[src/rtl/bincnt_pkg.sv]
`timescale 1ns/1ps
package bincnt_pkg;
  // Operation chosen for the next edge, listed in rising priority
  typedef enum logic [1:0] {
    OP_HOLD  = 2'd0,
    OP_COUNT = 2'd1,
    OP_LOAD  = 2'd2,
    OP_CLEAR = 2'd3
  } cnt_op_e;
endpackage

[src/rtl/bincnt_mode_dec.sv]
`timescale 1ns/1ps
module bincnt_mode_dec
  import bincnt_pkg::*;
(
  input  logic    clr_n,
  input  logic    load_n,
  input  logic    enp,
  input  logic    ent,
  output cnt_op_e op
);
  // Clear beats load, load beats the enables.
  always_comb begin
    if (!clr_n)          op = OP_CLEAR;
    else if (!load_n)    op = OP_LOAD;
    else if (enp && ent) op = OP_COUNT;
    else                 op = OP_HOLD;
  end
endmodule

[src/rtl/bincnt_lookahead.sv]
`timescale 1ns/1ps
module bincnt_lookahead #(
  parameter int WIDTH = 4
) (
  input  logic [WIDTH-1:0] q,
  output logic [WIDTH-1:0] tog,
  output logic             all_ones
);
  // chain[i] is high when every bit below i is set
  logic [WIDTH:0] chain;
  assign chain[0] = 1'b1;

  for (genvar i = 0; i < WIDTH; i++) begin : g_prefix
    assign chain[i+1] = chain[i] & q[i];
    assign tog[i]     = chain[i];
  end

  assign all_ones = chain[WIDTH];
endmodule

[src/rtl/bincnt_cell.sv]
`timescale 1ns/1ps
module bincnt_cell
  import bincnt_pkg::*;
(
  input  logic    clk,
  input  cnt_op_e op,
  input  logic    d,
  input  logic    tog,
  output logic    q
);
  // One state bit: clear, load, toggle or keep
  always_ff @(posedge clk) begin
    unique case (op)
      OP_CLEAR: q <= 1'b0;
      OP_LOAD:  q <= d;
      OP_COUNT: q <= q ^ tog;
      default:  q <= q;
    endcase
  end
endmodule

[src/rtl/bincnt_stage.sv]
`timescale 1ns/1ps
module bincnt_stage
  import bincnt_pkg::*;
#(
  parameter int WIDTH = 4
) (
  input  logic             clk,
  input  logic             clr_n,
  input  logic             load_n,
  input  logic             enp,
  input  logic             ent,
  input  logic [WIDTH-1:0] data,
  output logic [WIDTH-1:0] q,
  output logic             rco
);
  cnt_op_e          op;
  logic [WIDTH-1:0] tog;
  logic             all_ones;

  bincnt_mode_dec u_dec (
    .clr_n  (clr_n),
    .load_n (load_n),
    .enp    (enp),
    .ent    (ent),
    .op     (op)
  );

  bincnt_lookahead #(.WIDTH(WIDTH)) u_la (
    .q        (q),
    .tog      (tog),
    .all_ones (all_ones)
  );

  for (genvar i = 0; i < WIDTH; i++) begin : g_bit
    bincnt_cell u_cell (
      .clk (clk),
      .op  (op),
      .d   (data[i]),
      .tog (tog[i]),
      .q   (q[i])
    );
  end

  // Carry level, gated only by the trickle enable
  assign rco = ent & all_ones;
endmodule

[config.mk]
export PLATFORM = sky130hd
export DESIGN_NAME = bincnt_stage
export DESIGN_NICKNAME = d
export VERILOG_FILES = /design/src/rtl/bincnt_pkg.sv /design/src/rtl/bincnt_mode_dec.sv /design/src/rtl/bincnt_lookahead.sv /design/src/rtl/bincnt_cell.sv /design/src/rtl/bincnt_stage.sv
export SDC_FILE = /design/constraint.sdc
export NUM_CORES = 1
export LEC_CHECK = 0
export ABC_CLOCK_PERIOD_IN_PS = 1300
export BUFFER_PORTS_ARGS = -buffer_cell sky130_fd_sc_hd__buf_2
export CAP_MARGIN = 5
export CORE_AREA = 2 2 39 41
export CTS_CLUSTER_DIAMETER = 150
export DETAILED_ROUTE_END_ITERATION = 8
export DIE_AREA = 0 0 41 43
export PLACE_DENSITY = 0.51
export SLEW_MARGIN = 20
export SYNTH_ARGS = -nofsm -noshare
export SYNTH_HDL_FRONTEND = slang
export SYNTH_SLANG_ARGS = --single-unit
export TNS_END_PERCENT = 100
[constraint.sdc]
create_clock -name clk -period 1.3 [get_ports clk]
set_input_delay 0.065 -clock clk [delete_from_list [all_inputs] [get_ports clk]]
set_output_delay 0.065 -clock clk [all_outputs]
set_load 0.005 [all_outputs]
==> Word-level counts from Yosys, hierarchy flattened <==
Index checks and enable logic that the tools add are counted.
{ "word_totals": {"register_bits": 4, "input_bits": 9} }
{ "classes": {"n_eq_ne": 3, "mux": 7, "n_bitwise": 8, "n_reduce_logical": 2} }
{ "op_table": {"columns": ["cell", "count"], "rows": [
  ["case mux 1 bit (3 select lines)", 4],
  ["AND 1 bit", 4],
  ["equality test 2 bit, second input constant", 2],
  ["2-to-1 mux 2 bit", 2],
  ["nonzero test 3 bit", 1],
  ["bitwise XOR 1 bit", 3],
  ["equality test 2 x 1 -> 1 bit, second input constant", 1],
  ["logical AND 1 bit", 1],
  ["2-to-1 mux 1 bit", 1],
  ["inverter 1 bit", 1]
]} }

==> Depth between registers and ports, before layout <==
Gate-level depths: netlist of the first run.
{ "depth": {"depth_word": 6, "mapped_depth": 5, "ltp_nobuf": 5} }

==> Cells and area by module <==
From an unflattened synthesis of the first run, not the netlist that was laid out.
{ "hier_totals": {"cells_unflattened": 54, "area_unflattened_um2": 466.7} }
{ "modules_own_cells": {"columns": ["mod", "instances", "cells_per_inst", "area_per_inst_um2", "seq_area_each_um2"], "rows": [
  ["bincnt_cell", 4, 11, 101.3, 30.0],
  ["bincnt_lookahead", 1, 6, 42.5, 0.0],
  ["bincnt_mode_dec", 1, 3, 12.5, 0.0],
  ["bincnt_stage", 1, 1, 6.3, 0.0]
]} }

==> Worst setup path after synthesis of the first run <==
Ideal clock, no wire load.
{ "synth_path": {"kind": "reg-to-reg", "start": "reg g_bit[0].u_cell.q", "end": "reg g_bit[3].u_cell.q (data pin)", "setup_time_ns": 0.257, "arrival_time_ns": 1.125, "slack_ns": -0.081, "stages_incl_launch_ff": 6, "period_less_slack_ns": 1.381, "cell_sequence": "edfxtp_1 -> ha_1 -> ha_1 -> ha_1 -> nand4_1 -> a21boi_1"} }
{ "synth_via": {"elab_chain_cells": 4} }
{ "synth_lines": {"columns": ["item", "line_no", "rtl"], "rows": [
  ["from (decl)", "bincnt_cell.sv:9", "output logic q"],
  ["from (signal assigned)", "bincnt_cell.sv:16", "OP_COUNT: q <= q ^ tog;"],
  ["from (signal assigned)", "bincnt_cell.sv:17", "default: q <= q;"],
  ["AND 1 bit (2 in a row)", "bincnt_lookahead.sv:14", "assign chain[i+1] = chain[i] & q[i];"],
  ["bitwise XOR 1 bit", "bincnt_cell.sv:16", null],
  ["case mux 1 bit (3 select lines)", "bincnt_cell.sv:13", "unique case (op)"],
  ["to (signal assigned)", "bincnt_cell.sv:16", null],
  ["to (signal assigned)", "bincnt_cell.sv:17", null],
  ["to (decl)", "bincnt_cell.sv:9", null]
]} }
Every way passes these cells.
A chain may end at the register's enable or synchronous reset.

==> Worst setup path after layout of the first run <==
{ "layout_path": {"start": "reg g_bit[1].u_cell.q", "end": "out rco"} }
{ "layout_via": {"elab_chain_cells": 4} }
{ "layout_lines": {"columns": ["item", "line_no", "rtl"], "rows": [
  ["from (decl)", "bincnt_cell.sv:9", null],
  ["from (signal assigned)", "bincnt_cell.sv:16", null],
  ["from (signal assigned)", "bincnt_cell.sv:17", null],
  ["AND 1 bit (3 in a row)", "bincnt_lookahead.sv:14", null],
  ["AND 1 bit", "bincnt_stage.sv:45", "assign rco = ent & all_ones;"],
  ["to (decl)", "bincnt_stage.sv:14", "output logic rco"]
]} }
Every way passes these cells.

==> metrics.md, run 1 <==
| Metric | Value |
|---|---|
| Total GRT Usage | 8.36% |
| Register area share after synthesis | 40.5% |
| Yosys warning count | 0 |
| # setup viols final | 2 |
| Status | complete, but fails checks |
| Final min period | around 1400 ps |
| Worst r2r src | g_bit[1].u_cell.q |
| Worst vdd rail ir drop | roughly 0.00025 V |
| Data arrival, critical path | 1360 ps |
| Crit path max fanout | 2 |
| Worst R2R Path Depth | 5 |
| Max-slew violation count | 0 |
| Largest net degree at the start of global routing | 10 |
| Routed wire length | 572 µm |
| Worst Max-Slew Pin Slew | between 150 and 200 ps |
| Die area | 0.00176 mm² |
| Hold-fix buffers, CTS | 0 |
| Synthesized area | roughly 300 µm² |
| Fmax achieved | 702 MHz |
| Nets | 56 |
| R2R Setup Slk | -40 ps |
| I/O Pins | 14 |
| Most frequent cells in the layout | buf_2 (12), nand2b_1 (4), a21boi_1 (4), edfxtp_1 (4), buf_4 (4) |
| Crit Path Class | reg -> out |
| Final Power | 387 µW |
| Fin Setup TNS | -165 ps |
| Fin crit share | 110% |
| PortBufs | 13 |
| Initial antenna violation count | 0 |
| Max reg flops | 4 |
| Ratio of cells with drive above 1 in the final layout | a little under three fifths |
| First-pass GRT wire length | 883 µm |
| Post-Synthesis Cells | 27 |
| Syn_nets | 39 |
| Clock-pin slew on the worst setup and hold paths | 40 ps |
| RD Place Congestion | around 0.68 |
| CTS max path bufs | 2 |
| Cell variety after synth | 11 |
| Starting Density | 21.4% |
| Layout fillers | about 150 |
| Area leader, netlist | edfxtp_1 |
| Inst Count DP | 53 |
| Syn Area/Cell | 11.0 µm² |
| Area of the multi-input gates | roughly 170 µm² |
| # clock sinks | 4 |
| Hold-critical path depth | 3 |
| Vias in the first global route | 236 |
| Failing checks | setup timing |
| Static leakage | 0.190 nW |
| Vias | 242 |
| Largest Register | g_bit.u_cell.q |
| CTS tree | done |
| Diode count | 0 |
| Core Area | 0.00138 mm² |
| DRC Markers | 0 |
| Biggest regs | g_bit.u_cell.q: 4 flops |
| H-tree levels | 1 |
| Hold path endpoint | g_bit[3].u_cell.q |
| # rows | 14 |
| Chip Height | 43 µm |
| Startpoint types | flop |
| Synthesized flop and latch total | 4 |
| Hold WC Path Type | in -> reg |
| Total grt overflow | 0 |
| Commonest non-fill, non-tap cell in the layout | buf_2 |
| Vias/cell | 4.17 |
| Largest cells by area after synthesis | edfxtp_1 (41%), ha_1 (13%), a21boi_1 (10%), buf_4 (10%), nand2b_1 (8.4%) |
| WP data required | 1240 ps |
| Iter 0 DRT Violations | 3 |
| Register area | 120 µm² |
| RSZ-0062 raised after global routing | true |
| Die X | 41 µm |
| Clk_skew | around 1.1 ps |
| CP Capture Type | primary output |
| Min-delay src | data[3] |
| Clk root buf | clkbuf_4 |
| Reg2reg end | g_bit[3].u_cell.q |
| Area grow syn2layout | 44.7% |
| PwrDens | about 900 mW/mm² |
| Clock Latency Late Sink | roughly 230 ps |
| Top-area cell type share of the netlist area | 40.5% |
| Final Hold Viols | 0 |
| Drt wl/cell | 9.86 µm |
| Worst slew margin | a little under 90% |
| Max-cap viol count | 0 |
| Final Non-Filler Cells | 58 |
| Worst setup margin | -125 ps |
| ANT nets after route | 0 |
| 1st-pass router iterations | 4 |
| CTS Buf Count | 3 |
-- cell usage after synthesis, drive strengths merged --
cell    instances
a21boi          4
and2            1
buf             5
edfxtp          4
ha              3
nand2           1
nand2b          4
nand3           1
nand4           3
nand4b          1
-- power by group --
part,switching (mW),internal (mW)
clock network,0.0454,0.103
logic,0.0310,0.0447
registers,0.00754,0.155
-- cell families (layout without fill, tap and decap cells) --
kind of cell    Yosys count  in the layout  share of synthesized area [%]
simple gates             11             11                           22.8
flops                     4              4                           40.5
buf+inv                   5             20                           13.9
compound gates            4              4                           10.1
fa+ha+maj                 3              3                           12.7
-- per-layer routing --
metal / GRT usage [%] / part of all wire (%)
met1: 10.7 / 45
met2: 9.06 / 41
met3: 3.14 / 14
met4: 10.0 / 0
met5: 0 / 0
-- worst max-delay path by stage --
stage                            startpoint           endpoint  slack, ps  depth (start not counted)
after floorplan           g_bit[0].u_cell.q  g_bit[3].u_cell.q          8                          5
after global placement    g_bit[1].u_cell.q  g_bit[3].u_cell.q        -30                          5
after detailed placement  g_bit[1].u_cell.q  g_bit[3].u_cell.q        -40                          5
after CTS                 g_bit[1].u_cell.q                rco       -130                          5
after global routing      g_bit[0].u_cell.q                rco       -160                          5
final                     g_bit[1].u_cell.q                rco       -130                          5
-- critical path, stage by stage, from the launching register on --
cell and delay, ps:
edfxtp_1 380, ha_2 220, ha_4 160, ha_4 140, and2_4 130, buf_6 100
-- through the flow --
stage                     hold WS [ps]  setup slack (ps)  utilization, %  area, µm²
after floorplan                    246              7.99               -        314
after global placement             444             -31.8            26.9        373
after detailed placement           439             -44.3            26.9        373
after CTS                          178              -133            29.8        413
after global routing               222              -163            31.0        429
final                              204              -125            31.0        429
-- repair_timing --
action                                  4_1_cts  5_1_grt
gates cloned                                  0        0
endpoints found under the setup margin        2        2
buffers inserted                              1        1
gates resized for setup                       1        2
pin swaps                                     1        1
-- final cells by class --
class,count,area share [%]
repair buffers,17,23.6
flip-flops and latches,4,28.0
multi-input cells,18,38.5
well taps,16,4.66
clock buffers,3,5.25
No activity file was read; power rests on OpenSTA's default activity.
==> inputs of run 2 (changes only) <==
--- a/config.mk
+++ b/config.mk
@@ -5,14 +5,14 @@
 export SDC_FILE = /design/constraint.sdc
 export NUM_CORES = 1
 export LEC_CHECK = 0
-export ABC_CLOCK_PERIOD_IN_PS = 1300
+export ABC_CLOCK_PERIOD_IN_PS = 1650
 export BUFFER_PORTS_ARGS = -buffer_cell sky130_fd_sc_hd__buf_2
 export CAP_MARGIN = 5
 export CORE_AREA = 2 2 39 41
 export CTS_CLUSTER_DIAMETER = 150
 export DETAILED_ROUTE_END_ITERATION = 8
 export DIE_AREA = 0 0 41 43
-export PLACE_DENSITY = 0.51
+export PLACE_DENSITY_LB_ADDON = 0.2
 export SLEW_MARGIN = 20
 export SYNTH_ARGS = -nofsm -noshare
 export SYNTH_HDL_FRONTEND = slang
==> constraint.sdc (replaced) <==
create_clock -name clk -period 1.65 [get_ports clk]
set_input_delay 0.0825 -clock clk [delete_from_list [all_inputs] [get_ports clk]]
set_output_delay 0.0825 -clock clk [all_outputs]
set_load 0.005 [all_outputs]
==> metrics.md, run 2 (synthesized netlist as in run 1, its figures left out) <==
| Metric | Value |
|---|---|
| Largest stage delay, worst path | 400 ps (was 380 ps) |
| # clock sinks | 4 (unchanged) |
| Max-cap viol count | 0 (unchanged) |
| Clk root buf | clkbuf_4 (unchanged) |
| Drt wl/cell | 9.61 µm (was 9.86 µm) |
| Hold WC Path Type | in -> reg (unchanged) |
| P_sw | 63.8 µW (was 83.9 µW) |
| Clk pwr share | 41.6% (was 38.4%) |
| DRC Markers | 0 (unchanged) |
| Crit path max fanout | 3 (was 2) |
| Chip Height | 43 µm (unchanged) |
| PortBufs | 13 (unchanged) |
| RD Place Congestion | 0.678 (was 0.676) |
| Commonest non-fill, non-tap cell in the layout | buf_2 (unchanged) |
| H-tree levels | 1 (unchanged) |
| ANT nets after route | 0 (unchanged) |
| Hold-fix buffers, CTS | 0 (unchanged) |
| Status | completed (was complete, but fails checks) |
| Ratio of cells with drive above 1 in the final layout | 42.1% (was 57.1%) |
| Post-Layout Inst Area | 363 µm² (was 429 µm²) |
| Total GRT Usage | 7.95% (was 8.36%) |
| Max-slew violation count | 0 (unchanged) |
| Max reg flops | 4 (unchanged) |
| Largest net degree at the start of global routing | 10 (unchanged) |
| Net Sw Frac | 22.1% (was 21.7%) |
| CP Buf/Inv Count | 1 (unchanged) |
| Total grt overflow | 0 (unchanged) |
| Iter 0 DRT Violations | 3 (unchanged) |
| Vias in the first global route | 195 (was 236) |
| Starting Density | 21.4% (unchanged) |
| Worst Max-Slew Pin Slew | 196 ps (was 194 ps) |
| Area grow syn2layout | 22.4% (was 44.7%) |
| CP max stage cell | edfxtp_1 (unchanged) |
| Static leakage | 0.174 nW (was 0.190 nW) |
| Biggest regs | g_bit.u_cell.q: 4 flops (unchanged) |
| Post-CTS sizing | 0 (was 1) |
| Die area | 0.00176 mm² (unchanged) |
| Largest Register | g_bit.u_cell.q (unchanged) |
| Startpoint types | flop (unchanged) |
| Delay-heaviest family, CP | adder cells (unchanged) |
| RSZ-0062 raised after global routing | false (was true) |
| Fmax achieved | 657 MHz |
| Most frequent CP cell | ha_1 (was ha_4) |
| Data arrival, critical path | 1440 ps (was 1360 ps) |
| Sequential Power Share | 43.8% (was 42.1%) |
| CTS tree | done (unchanged) |
| Diode count | 0 (unchanged) |
| PwrDens | 797 mW/mm² (was 901 mW/mm²) |
| WP data required | 1570 ps (was 1240 ps) |
| Worst slew margin | 86.9% (was 87.0%) |
| First-pass GRT wire length | 834 µm (was 883 µm) |
| Vias | 224 (was 242) |
| Fin Setup TNS | 0 ps (was -165 ps) |
| Most frequent cells in the layout | buf_2 (13), nand2b_1 (4), a21boi_1 (4), edfxtp_1 (4) (was buf_2 (12), nand2b_1 (4), a21boi_1 (4), edfxtp_1 (4), buf_4 (4)) |
| Final Power | 289 µW (was 387 µW) |
| CP Cell Sequence | ha_1, ha_1, ha_1, and2_1, buf_2 (was ha_2, ha_4, ha_4, and2_4, buf_6) |
| Core Area | 0.00138 mm² (unchanged) |
| Initial antenna violation count | 0 (unchanged) |
| CP Capture Type | primary output (unchanged) |
| Die X | 41 µm (unchanged) |
| Pint | 225 µW (was 303 µW) |
| Post-CTS setup buffer count | 0 (was 1) |
| Worst vdd rail ir drop | 0.000182 V (was 0.000250 V) |
| Clk_skew | 1.85 ps (was 1.11 ps) |
| Placed cell areas | 340 µm² (was 373 µm²) |
| Fin util | 26.2% (was 31.0%) |
| Crit Path Class | reg -> out (unchanged) |
| Final Hold Viols | 0 (unchanged) |
| Clock-pin slew on the worst setup and hold paths | 40 ps (about the same) |
| Comb power frac | 14.6% (was 19.6%) |
| CTS Buf Count | 3 (unchanged) |
| Clock Latency Late Sink | 240 ps (was 230 ps) |
| Vias/cell | 4.15 (was 4.17) |
| CTS max path bufs | 2 (unchanged) |
| # rows | 14 (unchanged) |
| Nets | 52 (was 56) |
| Fin crit share | 92.3% |
| Routed wire length | 519 µm (was 572 µm) |
| 1st-pass router iterations | 3 (was 4) |
| Final min period | roughly 1500 ps |
| I/O Pins | 14 (unchanged) |
| # setup viols final | 0 (was 2) |
## run 2: cell count changes in the layout (fill, tap and decap cells not counted), sizes merged
cell / delta
buf: -4
## run 2: layout make-up
class | count | area [µm²]
Clock buffer | 3 | 22.5
Sequential cell | 4 | 120
Multi-Input combinational cell | 18 | 135
Fill cell | 159 | 1020
Tap cell | 16 | 20.0
Timing Repair Buffer | 13 | 65.1
## run 2: per-stage QoR
step | hold slack, ps | setup slack (ps) | instances
after floorplan | 281 | 269 | 27
after global placement | 452 | 235 | 51
after detailed placement | 451 | 202 | 51
after CTS | 209 | 116 | 54
after global routing | 222 | 67.2 | 54
final | 209 | 127 | 54
## run 2: worst min-delay path, cell delays in order
cell and delay, ps:
buf_2 80, nand2b_1 50, a21boi_1 120
## run 2: final timing paths
check | from | end | slack [ps] | cells after the start
hold reg to reg | g_bit[0].u_cell.q | g_bit[0].u_cell.q | 710 | 2
setup reg to reg | g_bit[0].u_cell.q | g_bit[3].u_cell.q | 210 | 5
setup / recovery | g_bit[0].u_cell.q | rco | 130 | 5
hold / removal | data[2] | g_bit[2].u_cell.q | 210 | 3
## run 2: power by group through the flow
stage	Clock, mW	Sequential, mW	Combinational, mW
after floorplan	0	0.127	0.0319
after global placement	0	0.127	0.0433
after detailed placement	0	0.128	0.0426
after CTS	0.124	0.127	0.0430
after global routing	0.126	0.128	0.0484
final	0.120	0.127	0.0422
## run 2: routing by layer
layer | GRT usage, % | wire length, µm | vias to the layer above
met4 | 12.0 | 27 | 0
met3 | 3.66 | 70 | 3
met1 | 10.4 | 244 | 87
met2 | 6.88 | 177 | 16
li1 | - | - | 118
met5 | 0 | 0 | -
==> inputs of run 3 (changes only) <==
--- a/config.mk
+++ b/config.mk
@@ -5,7 +5,7 @@
 export SDC_FILE = /design/constraint.sdc
 export NUM_CORES = 1
 export LEC_CHECK = 0
-export ABC_CLOCK_PERIOD_IN_PS = 1650
+export ABC_CLOCK_PERIOD_IN_PS = 1900
 export BUFFER_PORTS_ARGS = -buffer_cell sky130_fd_sc_hd__buf_2
 export CAP_MARGIN = 5
 export CORE_AREA = 2 2 39 41
==> constraint.sdc (replaced) <==
create_clock -name clk -period 1.9 [get_ports clk]
set_input_delay 0.095 -clock clk [delete_from_list [all_inputs] [get_ports clk]]
set_output_delay 0.095 -clock clk [all_outputs]
set_load 0.005 [all_outputs]
==> metrics.md, run 3 (synthesized netlist as in run 1, its figures left out) <==
| Metric | Value |
|---|---|
| Largest net degree at the start of global routing | 10 (unchanged) |
| Total GRT Usage | 8.47% (was 7.95%) |
| 1st-pass router iterations | 2 (was 3) |
| Area grow syn2layout | 22.4% (unchanged) |
| Worst slack, placed | 456 ps (was 202 ps) |
| CP Capture Type | primary output (unchanged) |
| Register area | 120 µm² (unchanged) |
| Final Non-Filler Cells | 54 (unchanged) |
| Largest Register | g_bit.u_cell.q (unchanged) |
| Nets | 52 (unchanged) |
| Vias | 243 (was 224) |
| Starting Density | 21.4% (unchanged) |
| Routed wire length | 580 µm (was 519 µm) |
| Chip Height | 43 µm (unchanged) |
| Inst Count DP | 51 (unchanged) |
| Data arrival, critical path | 1440 ps (about the same) |
| Static leakage | 0.174 nW (unchanged) |
| Iter 0 DRT Violations | 4 (was 3) |
| Die X | 41 µm (unchanged) |
| Largest stage delay, worst path | 400 ps (about the same) |
| RD Place Congestion | 0.724 (was 0.678) |
| Most frequent CP cell | ha_1 (unchanged) |
| CP max stage cell | edfxtp_1 (unchanged) |
| Ratio of cells with drive above 1 in the final layout | 42.1% (unchanged) |
| DRC Markers | 0 (unchanged) |
| Final min period | 1530 ps |
| Clk_skew | 1.09 ps (was 1.85 ps) |
| # clock sinks | 4 (unchanged) |
| Vias/cell | 4.50 (was 4.15) |
| CTS tree | done (unchanged) |
| WP data required | 1800 ps (was 1570 ps) |
| Hold WC Path Type | in -> reg (unchanged) |
| Max reg flops | 4 (unchanged) |
| Commonest non-fill, non-tap cell in the layout | buf_2 (unchanged) |
| Clock-pin slew on the worst setup and hold paths | 30 ps (was 40 ps) |
| Vias in the first global route | 226 (was 195) |
| Clock Latency Late Sink | 240 ps (about the same) |
| ANT nets after route | 0 (unchanged) |
| Area of the multi-input gates | 135 µm² (unchanged) |
| Post-CTS sizing | 0 (unchanged) |
| H-tree levels | 1 (unchanged) |
| Worst Max-Slew Pin Slew | 208 ps (was 196 ps) |
| Max-slew violation count | 0 (unchanged) |
| # rows | 14 (unchanged) |
| CP Cell Sequence | ha_1, ha_1, ha_1, and2_1, buf_2 (unchanged) |
| Die area | 0.00176 mm² (unchanged) |
| Fin util | 26.2% (unchanged) |
| Min Hold Slack | 227 ps (was 209 ps) |
| Fin crit share | between 80 and 90% |
| Most frequent cells in the layout | buf_2 (13), nand2b_1 (4), a21boi_1 (4), edfxtp_1 (4) (unchanged) |
| Core Area | 0.00138 mm² (unchanged) |
| CTS max path bufs | 2 (unchanged) |
| Crit path max fanout | 3 (unchanged) |
| Crit Path Class | reg -> out (unchanged) |
| # setup viols final | 0 (unchanged) |
| Final Power | 252 µW (was 289 µW) |
| CTS Buf Count | 3 (unchanged) |
| RSZ-0062 raised after global routing | false (unchanged) |
| Fin Setup TNS | 0 ps (unchanged) |
| Max-cap viol count | 0 (unchanged) |
| Placed cell areas | 340 µm² (unchanged) |
| Status | completed (unchanged) |
| Post-CTS setup buffer count | 0 (unchanged) |
| First-pass GRT wire length | 890 µm (was 834 µm) |
| Total grt overflow | 0 (unchanged) |
| Worst vdd rail ir drop | 0.000176 V (was 0.000182 V) |
| PwrDens | 695 mW/mm² (was 797 mW/mm²) |
| Final Hold Viols | 0 (unchanged) |
| Worst slew margin | 86.1% (was 86.9%) |
| Post-Layout Inst Area | 363 µm² (unchanged) |
| Diode count | 0 (unchanged) |
| Layout fillers | 158 (was 159) |
| Fmax achieved | 652 MHz |
| Hold-fix buffers, CTS | 0 (unchanged) |
| Drt wl/cell | 10.7 µm (was 9.61 µm) |
| PortBufs | 13 (unchanged) |
| Biggest regs | g_bit.u_cell.q: 4 flops (unchanged) |
| Worst setup margin | 367 ps (was 127 ps) |
| Initial antenna violation count | 0 (unchanged) |
| Startpoint types | flop (unchanged) |
| I/O Pins | 14 (unchanged) |
| Clk root buf | clkbuf_4 (unchanged) |
## run 3: final timing paths
kind                                        start           endpoint  slack (ps)  cells past startpoint
worst max-delay path            g_bit[0].u_cell.q                rco         370                      5
worst min register to register  g_bit[0].u_cell.q  g_bit[0].u_cell.q         720                      2
worst max register to register  g_bit[0].u_cell.q  g_bit[3].u_cell.q         450                      5
worst min-delay path                      data[2]  g_bit[2].u_cell.q         230                      3
## run 3: cell type report
class / instances / share of cell area [%]
Tap cell: 16 / 5.52
Clock buffer: 3 / 6.21
Timing Repair Buffer: 13 / 17.9
Sequential cell: 4 / 33.1
Multi-Input combinational cell: 18 / 37.2
## run 3: worst max-delay path, delay by kind of cell (launching register included)
family,cells,cell delay (ps)
flops,1,400
buf+inv,1,120
simple gates,1,130
fa+ha+maj,3,550
## run 3: per-layer routing
layer / wire length, µm / vias to the layer above / GRT usage (%)
li1: - / 118 / -
met1: 243 / 104 / 9.45
met2: 223 / 18 / 9.38
met3: 86 / 3 / 3.66
met4: 27 / 0 / 12.0
met5: 0 / - / 0
## run 3: report_power, final
group	internal, mW	switching [mW]
Combinational	0.0193	0.0186
Sequential	0.106	0.00402
Clock	0.0705	0.0336
Total	0.196	0.0562
